## src/rtl/voice_trig_pkg.sv

```systemverilog
package voice_trig_pkg;
  localparam int unsigned NUM_GRP = 12;
  localparam int unsigned GRP_W   = 4;
  localparam int unsigned IN_W    = 4;

  typedef logic [GRP_W-1:0] grp_t;

  // bit 0 = first trigger input
  function automatic grp_t key_decode(input logic [IN_W-1:0] s);
    grp_t g;
    case (s)
      4'b0001: g = 4'd1;
      4'b0010: g = 4'd2;
      4'b0100: g = 4'd3;
      4'b1000: g = 4'd4;
      4'b0011: g = 4'd5;
      4'b0110: g = 4'd6;
      4'b1100: g = 4'd7;
      4'b1001: g = 4'd8;
      4'b0111: g = 4'd9;
      4'b1110: g = 4'd10;
      4'b1101: g = 4'd11;
      4'b1011: g = 4'd12;
      default: g = '0;
    endcase
    return g;
  endfunction

  function automatic grp_t par_decode(input logic [IN_W-1:0] s);
    return (s != '0 && s <= IN_W'(NUM_GRP)) ? grp_t'(s) : '0;
  endfunction
endpackage

```

## src/rtl/trig_debounce.sv

```systemverilog
module trig_debounce #(
  parameter int unsigned W      = 5,
  parameter int unsigned DEB    = 128,  // must be >= 2
  parameter int unsigned RETRIG = 192   // must be >= DEB
) (
  input  logic         clk_i,
  input  logic         rst_ni,
  input  logic         tick_i,
  input  logic         slow_i,
  input  logic [W-1:0] raw_i,
  output logic [W-1:0] stab_o
);
  localparam int unsigned CW = $clog2(RETRIG + 1);

  logic [W-1:0]  cand_q;
  logic [CW-1:0] cnt_q;
  logic [CW-1:0] thr;

  assign thr = slow_i ? CW'(RETRIG) : CW'(DEB);

  always_ff @(posedge clk_i or negedge rst_ni) begin
    if (!rst_ni) begin
      cand_q <= '0;
      cnt_q  <= '0;
      stab_o <= '0;
    end else if (tick_i) begin
      if (raw_i != cand_q) begin
        cand_q <= raw_i;
        cnt_q  <= CW'(1);
      end else begin
        if (int'(cnt_q) < int'(RETRIG)) cnt_q <= cnt_q + 1'b1;
        // commit once the run passes the active threshold
        if (int'(cnt_q) + 1 >= int'(thr)) stab_o <= cand_q;
      end
    end
  end
endmodule

```

## src/rtl/trig_decode.sv

```systemverilog
module trig_decode
  import voice_trig_pkg::*;
(
  input  logic          clk_i,
  input  logic          rst_ni,
  input  logic          par_mode_i,
  input  logic [IN_W:0] stab_i,
  output logic          trig_v_o,
  output grp_t          trig_grp_o,
  output logic          seq_v_o,
  output grp_t          key_grp_o,
  output logic          strb_o
);
  logic [IN_W:0] prev_q;
  grp_t          key_prv, par_grp;
  logic          strb_rise;

  always_ff @(posedge clk_i or negedge rst_ni) begin
    if (!rst_ni) prev_q <= '0;
    else         prev_q <= stab_i;
  end

  assign key_grp_o = key_decode(stab_i[IN_W-1:0]);
  assign key_prv   = key_decode(prev_q[IN_W-1:0]);
  assign par_grp   = par_decode(stab_i[IN_W-1:0]);
  assign strb_rise = stab_i[IN_W] & ~prev_q[IN_W];
  assign strb_o    = stab_i[IN_W];

  always_comb begin
    trig_v_o   = 1'b0;
    trig_grp_o = '0;
    seq_v_o    = 1'b0;
    if (par_mode_i) begin
      if (strb_rise && par_grp != '0) begin
        trig_v_o   = 1'b1;
        trig_grp_o = par_grp;
      end
    end else if (key_grp_o != '0 && key_grp_o != key_prv) begin
      trig_v_o   = 1'b1;
      trig_grp_o = key_grp_o;
    end else if (strb_rise) begin
      seq_v_o = 1'b1;
    end
  end
endmodule

```

## src/rtl/trig_ctrl.sv

```systemverilog
module trig_ctrl
  import voice_trig_pkg::*;
(
  input  logic               clk_i,
  input  logic               rst_ni,
  input  logic               par_mode_i,
  input  logic               halt_i,
  input  logic               done_i,
  input  logic               trig_v_i,
  input  grp_t               trig_grp_i,
  input  logic               seq_v_i,
  input  grp_t               key_grp_i,
  input  logic               strb_i,
  input  logic [NUM_GRP-1:0] opt_edge_i,
  input  logic [NUM_GRP-1:0] opt_hold_i,
  input  logic [NUM_GRP-1:0] opt_retrig_i,
  output logic               play_o,
  output logic               start_o,
  output logic               stop_o,
  output grp_t               grp_o
);
  logic play_q, seq_q, start_q, stop_q;
  grp_t cur_q, ptr_q;
  logic play_d, seq_d, start_d, stop_d;
  grp_t cur_d, ptr_d;

  logic [NUM_GRP-1:0] trig_oh, cur_oh;
  for (genvar g = 0; g < NUM_GRP; g++) begin : g_oh
    assign trig_oh[g] = (trig_grp_i == grp_t'(g + 1));
    assign cur_oh[g]  = (cur_q == grp_t'(g + 1));
  end

  logic lvl, hld, rtg, held, accept;
  assign lvl    = |(cur_oh & ~opt_edge_i);
  assign hld    = |(cur_oh & opt_hold_i);
  assign rtg    = |(trig_oh & opt_retrig_i);
  assign held   = !seq_q && (par_mode_i ? strb_i : (key_grp_i == cur_q));
  assign accept = trig_v_i && (!play_q || rtg);

  always_comb begin
    play_d  = play_q;
    seq_d   = seq_q;
    cur_d   = cur_q;
    ptr_d   = ptr_q;
    start_d = 1'b0;
    stop_d  = 1'b0;
    if (halt_i) begin
      stop_d = play_q;
      play_d = 1'b0;
      seq_d  = 1'b0;
      cur_d  = '0;
    end else if (accept) begin
      start_d = 1'b1;
      play_d  = 1'b1;
      seq_d   = 1'b0;
      cur_d   = trig_grp_i;
    end else if (seq_v_i && !play_q) begin
      start_d = 1'b1;
      play_d  = 1'b1;
      seq_d   = 1'b1;
      cur_d   = ptr_q;
      ptr_d   = (ptr_q == grp_t'(NUM_GRP)) ? grp_t'(1) : ptr_q + 1'b1;
    end else if (play_q && lvl && hld && !seq_q && !held) begin
      stop_d = 1'b1;
      play_d = 1'b0;
      cur_d  = '0;
    end else if (play_q && done_i) begin
      if (lvl && held) begin
        start_d = 1'b1;
      end else begin
        play_d = 1'b0;
        seq_d  = 1'b0;
        cur_d  = '0;
      end
    end
  end

  always_ff @(posedge clk_i or negedge rst_ni) begin
    if (!rst_ni) begin
      play_q  <= 1'b0;
      seq_q   <= 1'b0;
      start_q <= 1'b0;
      stop_q  <= 1'b0;
      cur_q   <= '0;
      ptr_q   <= grp_t'(1);
    end else begin
      play_q  <= play_d;
      seq_q   <= seq_d;
      start_q <= start_d;
      stop_q  <= stop_d;
      cur_q   <= cur_d;
      ptr_q   <= ptr_d;
    end
  end

  assign play_o  = play_q;
  assign start_o = start_q;
  assign stop_o  = stop_q;
  assign grp_o   = cur_q;
endmodule

```

## src/rtl/voice_trig_ctrl.sv

```systemverilog
module voice_trig_ctrl
  import voice_trig_pkg::*;
#(
  parameter int unsigned DEB_TICKS    = 128,
  parameter int unsigned RETRIG_TICKS = 192
) (
  input  logic               clk_i,
  input  logic               rst_ni,
  input  logic               tick_i,
  input  logic               par_mode_i,
  input  logic [IN_W-1:0]    sel_i,
  input  logic               strb_i,
  input  logic               halt_i,
  input  logic               done_i,
  input  logic [NUM_GRP-1:0] opt_edge_i,
  input  logic [NUM_GRP-1:0] opt_hold_i,
  input  logic [NUM_GRP-1:0] opt_retrig_i,
  output logic               start_o,
  output logic               stop_o,
  output logic [GRP_W-1:0]   grp_o
);
  logic [IN_W:0] stab;
  logic          play, trig_v, seq_v, strb_f;
  grp_t          trig_grp, key_grp;

  trig_debounce #(
    .W(IN_W + 1), .DEB(DEB_TICKS), .RETRIG(RETRIG_TICKS)
  ) u_deb (
    .clk_i  (clk_i),
    .rst_ni (rst_ni),
    .tick_i (tick_i),
    .slow_i (play),
    .raw_i  ({strb_i, sel_i}),
    .stab_o (stab)
  );

  trig_decode u_dec (
    .clk_i      (clk_i),
    .rst_ni     (rst_ni),
    .par_mode_i (par_mode_i),
    .stab_i     (stab),
    .trig_v_o   (trig_v),
    .trig_grp_o (trig_grp),
    .seq_v_o    (seq_v),
    .key_grp_o  (key_grp),
    .strb_o     (strb_f)
  );

  trig_ctrl u_ctl (
    .clk_i        (clk_i),
    .rst_ni       (rst_ni),
    .par_mode_i   (par_mode_i),
    .halt_i       (halt_i),
    .done_i       (done_i),
    .trig_v_i     (trig_v),
    .trig_grp_i   (trig_grp),
    .seq_v_i      (seq_v),
    .key_grp_i    (key_grp),
    .strb_i       (strb_f),
    .opt_edge_i   (opt_edge_i),
    .opt_hold_i   (opt_hold_i),
    .opt_retrig_i (opt_retrig_i),
    .play_o       (play),
    .start_o      (start_o),
    .stop_o       (stop_o),
    .grp_o        (grp_o)
  );
endmodule

```

## config.mk

```make
export PLATFORM = sky130hd
export DESIGN_NAME = voice_trig_ctrl
export DESIGN_NICKNAME = d
export VERILOG_FILES = /design/src/rtl/voice_trig_pkg.sv /design/src/rtl/trig_debounce.sv /design/src/rtl/trig_decode.sv /design/src/rtl/trig_ctrl.sv /design/src/rtl/voice_trig_ctrl.sv
export SDC_FILE = /design/constraint.sdc
export NUM_CORES = 1
export LEC_CHECK = 0
export BUFFER_PORTS_ARGS = -buffer_cell sky130_fd_sc_hd__buf_4
export CORE_MARGIN = 2
export CORE_UTILIZATION = 60
export CTS_BUF_LIST = sky130_fd_sc_hd__clkbuf_8 sky130_fd_sc_hd__clkbuf_16
export DETAILED_ROUTE_END_ITERATION = 6
export MAX_ROUTING_LAYER = met4
export PLACE_DENSITY_LB_ADDON = 0.05
export SLEW_MARGIN = 5
export SYNTH_ARGS = -nofsm -noshare
export SYNTH_HDL_FRONTEND = slang
export SYNTH_SLANG_ARGS = --single-unit
```

## constraint.sdc

```tcl
create_clock -name clk_i -period 8.3 [get_ports clk_i]
set_clock_uncertainty 0.1 [all_clocks]
set_input_delay 0.415 -clock clk_i [delete_from_list [all_inputs] [get_ports clk_i]]
set_output_delay 0.415 -clock clk_i [all_outputs]
set_load 0.01 [all_outputs]
```

==> impl_metrics.csv, run 1 <==
group,metric,value,unit
layout,stdcell_count,417,
global_route,grtUsageTotal,27.9,%
global_route,overflow,0,
sta,rsz0062_at_grt,"false",
synthesis,synth_flop_cell,"dfrtp_1",
setup_path,worstSetupPathType,"reg2reg",
synthesis,synth_cell_types,66,
synthesis,ys_ff_latch,35,
sta,slew_headroom,51.6,%
route,dr.pass1.iters,4,
synthesis,async_reset_ff_share,100,%
cts,hold_buffers,1,
synthesis,synthesis.nets,378,
die,die_height,72.2,um
sta,worst_pin_slew,0.718,ns
layout,antenna_cells,0,
sta,period_share,46.5,%
min_path,hold_class,"in2reg",
setup_path,end_kind,"flip-flop",
cts,cts-resized-gates,0,
route,vias_per_cell,6.19,
global_route,antenna_found_initial,0,
power_and_ir_drop,vdd_ir_drop_max,0.000125,V
placement,dpl.hpwl,4920,um
min_path,min_path_cells,2,
cts,cts_max_path_buffers,2,
layout,layout_common_cells,"52 x buf_4, 34 x dfrtp_1, 30 x nand2_1, 25 x o21ai_0, 20 x inv_1",
route,wl,6690,um
cts,cts_tree,"yes",
global_route,grt_max_degree,36,
route,ant_nets,0,
setup_path,path_buf_inv,2,
cts,cts_buffers,5,
setup_path,critPathMaxFanout,12,
setup_path,slowest_delay,0.54,ns
layout,drive_gt1_share,24.4,%
cts,cts.sinks,35,
die,fp-row-count,24,
setup_path,worst-r2r-cell-count,12,
die,die_width,72.2,um
placement,gp_congestion,0.946,
layout,postLayoutCoreUtil,75.4,%
global_route,grt_pass1_vias,2444,
cts,htree_levels,2,
cts,clock_latency,0.29,ns
route,num_vias,2581,
setup_path,cp_top_family,"simple AND/OR/NAND/NOR gates",
die,die-area,5220,um^2
sta,finalHoldViolations,0,
layout,final_common_cell,"buf_4",
synthesis,syn_area,2790,um^2
sta,final.min_clock_period,3.86,ns
setup_path,worst_ep_required_time,8.37,ns
synthesis,synth_area_per_cell,8.81,um^2
cts,clk_pin_slew_worst_paths,0.08,ns
layout,fin_nets,425,
setup_path,cp_slowest_cell,"mux4_2",
power_and_ir_drop,p_leak,1.48,nW
setup_path,start_kind,"flip-flop",
die,start_util,63.3,%
sta,setup_violations,0,
sta,fin_setup_tns,0,ns
route,route.detailed.drc,0,
route,wl_per_cell,16.0,um
setup_path,crit_arrival,3.92,ns
die,design.core.area,4410,um^2
cts,cts_setup_buffers,0,
setup_path,cp_cell_sequence,"inv_1, ha_1, inv_1, mux4_2, xnor2_1, and4_4, o31ai_2, mux2i_1, o221ai_2, nor4_4, or3_1, o21ai_0",
synthesis,yosysWarnings,0,
placement,dp_cells,408,
route,dr.first_iter.drc_count,144,
placement,portBuffers,52,
sta,slew_violations,0,
run,cap_violations,0,
cts,root_buffer,"clkbuf_8",
sta,fmax,0.259,GHz
synthesis,synth_cells,317,
setup_path,crit_path_frequent_cell,"inv_1",
power_and_ir_drop,power_density,126,nW/um^2
layout,area.growth.synth_to_final,19.2,%
global_route,grt_pass1_wl,11300,um
setup_path,rrSetupSlack,4.44,ns
die,ioPinCount,53,
synthesis,synth_edf_count,0,
outcome,status,"completed",
synthesis,ys_seq_area_share,31.4,%
setup_path,cp_num_cells,12,
stage by stage:
stage               hold slack (ns)  power (mW)  cell area (um^2)  worst slack [ns]
floorplan                    0.0194       0.211              2790              4.95
global route                  0.255       0.436              3330              4.15
CTS                           0.244       0.422              3330              4.47
global placement              0.286       0.238              3180              4.71
finish                        0.253       0.420              3330              4.44
detailed placement            0.293       0.239              3180              4.52
synth_stat cells (all sizes together) (8+ instances only):
cell	number	area share (%)
ha	14	6.3
o31ai	8	2.3
nand2	31	4.3
a21oi	16	2.9
mux2	11	4.4
xnor2	10	3.1
mux2i	8	2.9
dfrtp	34	30
nor2	15	2.0
inv	21	2.8
o21ai	28	5.2
nand3	12	2.1
clkbuf	9	1.2
routing by layer:
metal	GRT usage [%]	wire, um	up-vias	share of wire [%]
met3	5.28	523	13	7.8
met4	9.22	133	0	2.0
met1	36.8	2960	1215	44
li1	-	-	1256	-
met2	43.4	3070	97	46
met5	-	0	-	0
power breakdown:
group | internal [mW] | total [mW] | switching [mW]
combinational | 0.0287 | 0.0515 | 0.0228
clock | 0.120 | 0.184 | 0.0641
sequential | 0.177 | 0.185 | 0.00810
sequential cells by signal (all words and copies together), names as in the netlist:
| register | cells |
|---|---|
| u_dec.prev_q | 5 |
| u_deb.stab_o | 5 |
| u_deb.cnt_q | 8 |
| u_ctl.play_o | 1 |
| u_ctl.seq_q | 1 |
| u_ctl.ptr_q | 4 |
| u_deb.cand_q | 5 |
| u_ctl.start_o | 1 |
| u_ctl.stop_o | 1 |
| u_ctl.grp_o | 4 |
worst reg2reg max path: stages (launching register included):
cell and delay [ns]:
dfrtp_1 0.48, inv_1 0.16, ha_1 0.35, inv_1 0.05, mux4_2 0.54, xnor2_1 0.17
and4_4 0.24, o31ai_2 0.41, mux2i_1 0.29, o221ai_2 0.15, nor4_4 0.50, or3_1 0.21
o21ai_0 0.10
final timing paths:
| kind | start | endpoint |
|---|---|---|
| worst max-delay path | u_deb.stab_o[0] | u_ctl.start_o |
| worst min-delay path | halt_i | u_ctl.seq_q |
| worst max register to register | u_deb.stab_o[0] | u_ctl.start_o |
| worst min register to register | u_deb.stab_o[4] | u_dec.prev_q[4] |
| max in group asynchronous | rst_ni | u_ctl.ptr_q[0] |
| min in group asynchronous | rst_ni | u_deb.stab_o[3] |
area by class of cell:
type	instances	area [um^2]
well taps	52	65.1
clock buffers	5	68.8
inverters	21	78.8
clock inverters	3	67.6
fillers	334	1080
flip-flops and latches	35	877
repair buffers	53	400
multi-input cells	248	1770
kinds of logic after synthesis:
| family | count (synthesis) | synth area share (%) |
|---|---|---|
| xor gates and xnor gates | 16 | 5.02 |
| AOI/OAI and AO/OA | 93 | 23.4 |
| DFF | 35 | 31.4 |
| adders and majority gates | 14 | 6.27 |
| and+or+nand+nor | 104 | 19.8 |
| muxes | 21 | 8.91 |
| buffers and inverters | 34 | 5.19 |
No activity file was read; power rests on OpenSTA's default activity.
==> inputs of run 2 (changes only) <==
--- a/config.mk
+++ b/config.mk
@@ -7,7 +7,7 @@
 export LEC_CHECK = 0
 export BUFFER_PORTS_ARGS = -buffer_cell sky130_fd_sc_hd__buf_4
 export CORE_MARGIN = 2
-export CORE_UTILIZATION = 60
+export CORE_UTILIZATION = 51
 export CTS_BUF_LIST = sky130_fd_sc_hd__clkbuf_8 sky130_fd_sc_hd__clkbuf_16
 export DETAILED_ROUTE_END_ITERATION = 6
 export MAX_ROUTING_LAYER = met4
==> constraint.sdc (replaced) <==
create_clock -name clk_i -period 3.35 [get_ports clk_i]
set_clock_uncertainty 0.1 [all_clocks]
set_input_delay 0.1675 -clock clk_i [delete_from_list [all_inputs] [get_ports clk_i]]
set_output_delay 0.1675 -clock clk_i [all_outputs]
set_load 0.01 [all_outputs]
==> run 2 against run 1 <==
  * Worst hold slack worse by 0.23 ns
  * Wire length increased by 2.8%
  * Combinational power increased to 2.6 times the previous value
  * First-iteration DRC count down 19%
  * Critical path type unchanged
==> impl_metrics.csv, run 2 (same netlist as run 1, synthesis figures left out) <==
group,metric,value,unit
sta,fin_setup_tns,0,ns
global_route,grt_pass1_vias,2496,
route,wl_per_cell,15.1,um
power_and_ir_drop,swShare,23.7,%
power_and_ir_drop,p_leak,1.57,nW
min_path,min_path_cells,2,
placement,dp_cells,441,
sta,worst_pin_slew,0.681,ns
die,fp-row-count,26,
die,die_height,78.0,um
sta,slew_violations,0,
min_path,hold_end,"u_deb.cand_q[2]",
setup_path,worst_ep_required_time,3.47,ns
cts,cts_tree,"yes",
outcome,status,"completed",
cts,cts_max_path_buffers,2,
setup_path,rrSetupSlack,0.02,ns
setup_path,worst-r2r-cell-count,13,
cts,clk_pin_slew_worst_paths,0.07,ns
placement,gp_congestion,0.891,
setup_path,critPathMaxFanout,5,
layout,stdcell_count,455,
layout,antenna_cells,0,
placement,dpl.hpwl,4950,um
run,cap_violations,0,
layout,top_register,"u_deb.cnt_q",
layout,fin_nets,445,
layout,final.fill_count,450,
setup_path,start_kind,"flip-flop",
sta,period_share,99.4,%
layout,postLayoutCoreUtil,68.9,%
layout,area.growth.synth_to_final,28.4,%
route,vias_per_cell,5.76,
sta,final.min_clock_period,3.33,ns
cts,cts.sinks,35,
cts,htree_levels,2,
setup_path,cp_top_family,"multiplexers",
setup_path,worstSetupPathType,"reg2reg",
global_route,grt_max_degree,36,
placement,portBuffers,52,
setup_path,path_buf_inv,3,
cts,clock_latency,0.29,ns
die,die-area,6090,um^2
die,ioPinCount,53,
layout,largest_reg_flops,8,
route,wl,6870,um
die,design.core.area,5200,um^2
sta,fmax,0.300,GHz
global_route,overflow,0,
sta,setup_violations,0,
die,die_width,78.0,um
setup_path,slowest_delay,0.49,ns
setup_path,crit_arrival,3.45,ns
route,route.detailed.drc,0,
power_and_ir_drop,comb_power_share,13.5,%
global_route,grtUsageTotal,23.9,%
route,dr.pass1.iters,4,
setup_path,cp_slowest_cell,"mux4_2",
global_route,grt_pass1_wl,11400,um
layout,final_common_cell,"buf_4",
setup_path,cp_cell_sequence,"inv_1, ha_4, inv_2, mux4_2, xnor2_2, and4_4, o31ai_4, mux2i_1, o221ai_2, nor4_4, buf_4, o211ai_1, a21oi_1",
sta,finalHoldViolations,0,
route,dr.first_iter.drc_count,117,
layout,layout_common_cells,"71 x buf_4, 34 x dfrtp_1, 30 x nand2_1, 24 x o21ai_0, 18 x inv_1",
sta,rsz0062_at_grt,"true",
power_and_ir_drop,seqPwrFrac,46.3,%
route,num_vias,2621,
setup_path,end_kind,"flip-flop",
min_path,min_from,"sel_i[2]",
setup_path,worstReg2RegEnd,"u_ctl.seq_q",
power_and_ir_drop,power_density,275,nW/um^2
route,ant_nets,0,
power_and_ir_drop,vdd_ir_drop_max,0.000208,V
power_and_ir_drop,p_int,753,uW
cts,root_buffer,"clkbuf_8",
cts,cts_buffers,5,
sta,slew_headroom,54.2,%
setup_path,reg2reg_from,"u_deb.stab_o[1]",
global_route,antenna_found_initial,0,
layout,drive_gt1_share,31.9,%
power_and_ir_drop,clockPowerShare,40.2,%
die,start_util,53.7,%
power_and_ir_drop,switching_power,234,uW
min_path,hold_class,"in2reg",
run 2: cell count changes in the layout (fill, tap and decap cells not counted), moves of 3 or more:
cell     change
buf_4       +19
ha_1         -3
ha_4         +3
o32ai_1      -3
o32ai_2      +3
run 2: power by group through the flow:
stage	logic, mW	clock network, mW	registers (mW)
2_1_floorplan	0.0621	0	0.461
3_3_place_gp	0.126	0	0.464
3_5_place_dp	0.128	0	0.465
4_1_cts	0.129	0.407	0.456
5_1_grt	0.149	0.425	0.461
6_report	0.133	0.397	0.456
run 2: metal layers:
metal	up-vias	GRT usage [%]	routed length, um
met2	69	37.8	3210
met4	0	8.77	178
met1	1242	30.8	3140
li1	1294	-	-
met3	16	4.37	348
met5	-	-	0
run 2: worst max-delay path by stage:
stage / endpoint / cells past startpoint / from / slack, ns
after global placement: u_ctl.stop_o / 12 / u_dec.prev_q[1] / 0.09
after detailed placement: u_ctl.grp_o[1] / 12 / u_deb.stab_o[1] / -0.04
after global routing: u_ctl.seq_q / 13 / u_deb.stab_o[1] / -0.12
final: u_ctl.seq_q / 13 / u_deb.stab_o[1] / 0.02
after CTS: u_ctl.stop_o / 13 / u_deb.stab_o[1] / 0.02
after floorplan: u_ctl.stop_o / 13 / u_deb.stab_o[0] / 0.0005
run 2: per-stage QoR:
stage,area (um^2),power [mW],worst slack (ns),hold WS [ns]
2_1_floorplan,2790,0.523,0.000500,-0.228
3_3_place_gp,3320,0.590,0.0942,0.0446
3_5_place_dp,3320,0.593,-0.0419,0.0483
4_1_cts,3460,0.993,0.0215,0.00361
5_1_grt,3590,1.03,-0.119,0.0288
6_report,3590,0.987,0.0198,0.0234
run 2: what timing repair did:
item,CTS,global route
gates resized for setup,2,16
setup endpoints to repair,8,11
buffers inserted,0,4
pin swaps,1,9
gates cloned,0,1
hold endpoints to repair,34,0
hold buffers,1,0
run 2: final cells by class:
cell class	instances	area (um^2)	share of cell area, %
flip-flops and latches	35	877	24.5
clock buffers	6	82.6	2.30
clock inverters	2	35.0	0.977
inverters	21	78.8	2.20
repair buffers	72	543	15.1
multi-input cells	249	1880	52.5
well taps	70	87.6	2.44
run 2: worst register-to-register path: stages, from the launching register on:
cell and delay [ns]:
dfrtp_1 0.37, inv_1 0.09, ha_4 0.29, inv_2 0.03, mux4_2 0.49, xnor2_2 0.18, and4_4 0.20, o31ai_4 0.30
mux2i_1 0.30, o221ai_2 0.16, nor4_4 0.37, buf_4 0.19, o211ai_1 0.08, a21oi_1 0.12
==> inputs of run 3 (changes only) <==
--- a/config.mk
+++ b/config.mk
@@ -7,7 +7,7 @@
 export LEC_CHECK = 0
 export BUFFER_PORTS_ARGS = -buffer_cell sky130_fd_sc_hd__buf_4
 export CORE_MARGIN = 2
-export CORE_UTILIZATION = 51
+export CORE_UTILIZATION = 60
 export CTS_BUF_LIST = sky130_fd_sc_hd__clkbuf_8 sky130_fd_sc_hd__clkbuf_16
 export DETAILED_ROUTE_END_ITERATION = 6
 export MAX_ROUTING_LAYER = met4
==> constraint.sdc (replaced) <==
create_clock -name clk_i -period 4.2 [get_ports clk_i]
set_clock_uncertainty 0.1 [all_clocks]
set_input_delay 0.21 -clock clk_i [delete_from_list [all_inputs] [get_ports clk_i]]
set_output_delay 0.21 -clock clk_i [all_outputs]
set_load 0.01 [all_outputs]
==> run 3 against run 2 <==
  * Clock-buffer cell count fell by 1
  * Cell area shrank 7.2%
  * Largest power group unchanged
  * Via count shrank 2.7%
  * Worst setup slack improved by 0.34 ns
  * Register-to-register slack gained 0.34 ns
  * Core utilization grew 6.5 points
  * Non-clock buffer count down 19
  * Combinational power shrank 23%
  * Wire length fell by 3.4%
==> impl_metrics.csv, run 3 (same netlist as run 1, synthesis figures left out) <==
group,metric,value,unit
min_path,min_path_cells,2,
setup_path,worstSetupPathType,"reg2reg",
setup_path,start_kind,"flip-flop",
layout,stdcell_count,417,
layout,drive_gt1_share,24.4,%
cts,clk_pin_slew_worst_paths,0.08,ns
global_route,antenna_found_initial,0,
global_route,grt_max_degree,36,
min_path,hold_class,"in2reg",
layout,largest_reg_flops,8,
cts,cts_buffers,5,
setup_path,worst_ep_required_time,4.29,ns
power_and_ir_drop,p_leak,1.48,nW
placement,dpl.hpwl,4910,um
sta,fmax,0.260,GHz
cts,clock_latency,0.29,ns
sta,worst_pin_slew,0.733,ns
route,route.detailed.drc,0,
global_route,overflow,0,
layout,area.growth.synth_to_final,19.2,%
cts,root_buffer,"clkbuf_8",
placement,portBuffers,52,
layout,antenna_cells,0,
setup_path,cp_top_family,"compound AO/OA/AOI/OAI gates",
route,wl_per_cell,15.9,um
die,start_util,63.3,%
global_route,grt_pass1_vias,2401,
route,wl,6640,um
route,ant_nets,0,
sta,fin_setup_tns,0,ns
cts,htree_levels,2,
route,dr.pass1.iters,4,
layout,top_register,"u_deb.cnt_q",
placement,gp_congestion,0.946,
setup_path,worst-r2r-cell-count,12,
run,cap_violations,0,
min_path,min_from,"halt_i",
layout,final.fill_count,328,
placement,post_dp_cell_area,3180,um^2
die,die_width,72.2,um
setup_path,cp_num_cells,12,
sta,finalHoldViolations,0,
sta,slew_violations,0,
power_and_ir_drop,vdd_ir_drop_max,0.000303,V
setup_path,crit_path_frequent_cell,"inv_1",
power_and_ir_drop,power,833,uW
sta,rsz0062_at_grt,"false",
layout,fin_nets,425,
setup_path,crit_arrival,3.94,ns
layout,final_common_cell,"buf_4",
setup_path,slowest_delay,0.55,ns
placement,dp_cells,408,
die,die_height,72.2,um
route,num_vias,2551,
sta,final.min_clock_period,3.84,ns
die,die-area,5220,um^2
outcome,status,"completed",
setup_path,end_kind,"flip-flop",
global_route,grtUsageTotal,27.8,%
cts,cts_tree,"yes",
sta,setup_violations,0,
cts,cts.sinks,35,
die,ioPinCount,53,
setup_path,setup.worst_path.start,"u_deb.stab_o[1]",
die,design.core.area,4410,um^2
route,dr.first_iter.drc_count,110,
cts,cts_max_path_buffers,2,
die,fp-row-count,24,
sta,slew_headroom,50.6,%
setup_path,critPathMaxFanout,12,
power_and_ir_drop,power_density,250,nW/um^2
layout,fin_area,3330,um^2
layout,postLayoutCoreUtil,75.4,%
sta,period_share,91.5,%
setup_path,path_buf_inv,2,
route,vias_per_cell,6.12,
global_route,grt_pass1_wl,11100,um
setup_path,cp_cell_sequence,"inv_1, ha_1, inv_1, mux4_2, xnor2_1, and4_4, o31ai_2, mux2i_1, o221ai_2, nor4_4, o21ai_1, o32ai_1",
setup_path,reg2reg_from,"u_deb.stab_o[1]",
layout,layout_common_cells,"52 x buf_4, 34 x dfrtp_1, 30 x nand2_1, 25 x o21ai_0, 20 x inv_1",
layout,register_area,877,um^2
setup_path,rrSetupSlack,0.36,ns
setup_path,cp_slowest_cell,"mux4_2",
cts,cts_setup_buffers,0,
layout,multiInputGateArea,1770,um^2
[run 3: cell types whose count changed in the layout (fill, tap and decap cells not counted), moves of 2 or more]
cell / before / now
o32ai_1: 1 / 4
buf_4: 71 / 52
o32ai_2: 3 / 0
inv_1: 18 / 20
ha_4: 3 / 0
xnor2_1: 8 / 10
inv_2: 3 / 1
ha_1: 11 / 14
xnor2_2: 2 / 0
[run 3: report_power, final]
| part | leakage (nW) | internal, mW | switching, mW | total, mW |
|---|---|---|---|---|
| clock network | 0.0644 | 0.237 | 0.128 | 0.365 |
| logic | 0.993 | 0.0567 | 0.0458 | 0.103 |
| registers | 0.423 | 0.350 | 0.0158 | 0.365 |
[run 3: layout make-up]
cell class                      instances  area share, %
Multi-Input combinational cell        248           53.2
Sequential cell                        35           26.3
Timing Repair Buffer                   53           12.0
Inverter                               21           2.37
Clock buffer                            5           2.07
Clock inverter                          3           2.03
Tap cell                               52           1.95
[run 3: what timing repair did]
item,4_1_cts,5_1_grt
resized for setup,0,0
endpoints found under the setup margin,0,0
hold buffers,1,0
hold endpoints to repair,34,0
[run 3: metal layers]
layer / GRT usage, % / part of all wire [%] / up-vias
met5: - / 0 / -
met4: 8.60 / 1.5 / 0
met3: 5.83 / 6.2 / 11
met2: 43.9 / 47 / 84
met1: 36.2 / 46 / 1209
li1: - / - / 1247
[run 3: path summary, 6_finish.rpt]
path | end
setup / recovery | u_ctl.grp_o[2]
hold / removal | u_ctl.seq_q
setup reg to reg | u_ctl.grp_o[2]
hold reg to reg | u_dec.prev_q[4]
max in group asynchronous | u_ctl.ptr_q[0]
min in group asynchronous | u_deb.cand_q[3]
[run 3: worst reg2reg max path, cell delays in order (launching register included)]
cell and delay, ns:
dfrtp_1 0.49, inv_1 0.15, ha_1 0.34, inv_1 0.05
mux4_2 0.55, xnor2_1 0.17, and4_4 0.24, o31ai_2 0.41
mux2i_1 0.28, o221ai_2 0.14, nor4_4 0.49, o21ai_1 0.17
o32ai_1 0.16
[run 3: stage by stage]
step	worst slack, ns	hold slack [ns]
6_report	0.357	0.0437
2_1_floorplan	0.851	-0.186
5_1_grt	0.0900	0.0422
3_3_place_gp	0.608	0.0805
3_5_place_dp	0.424	0.0862
4_1_cts	0.376	0.0360
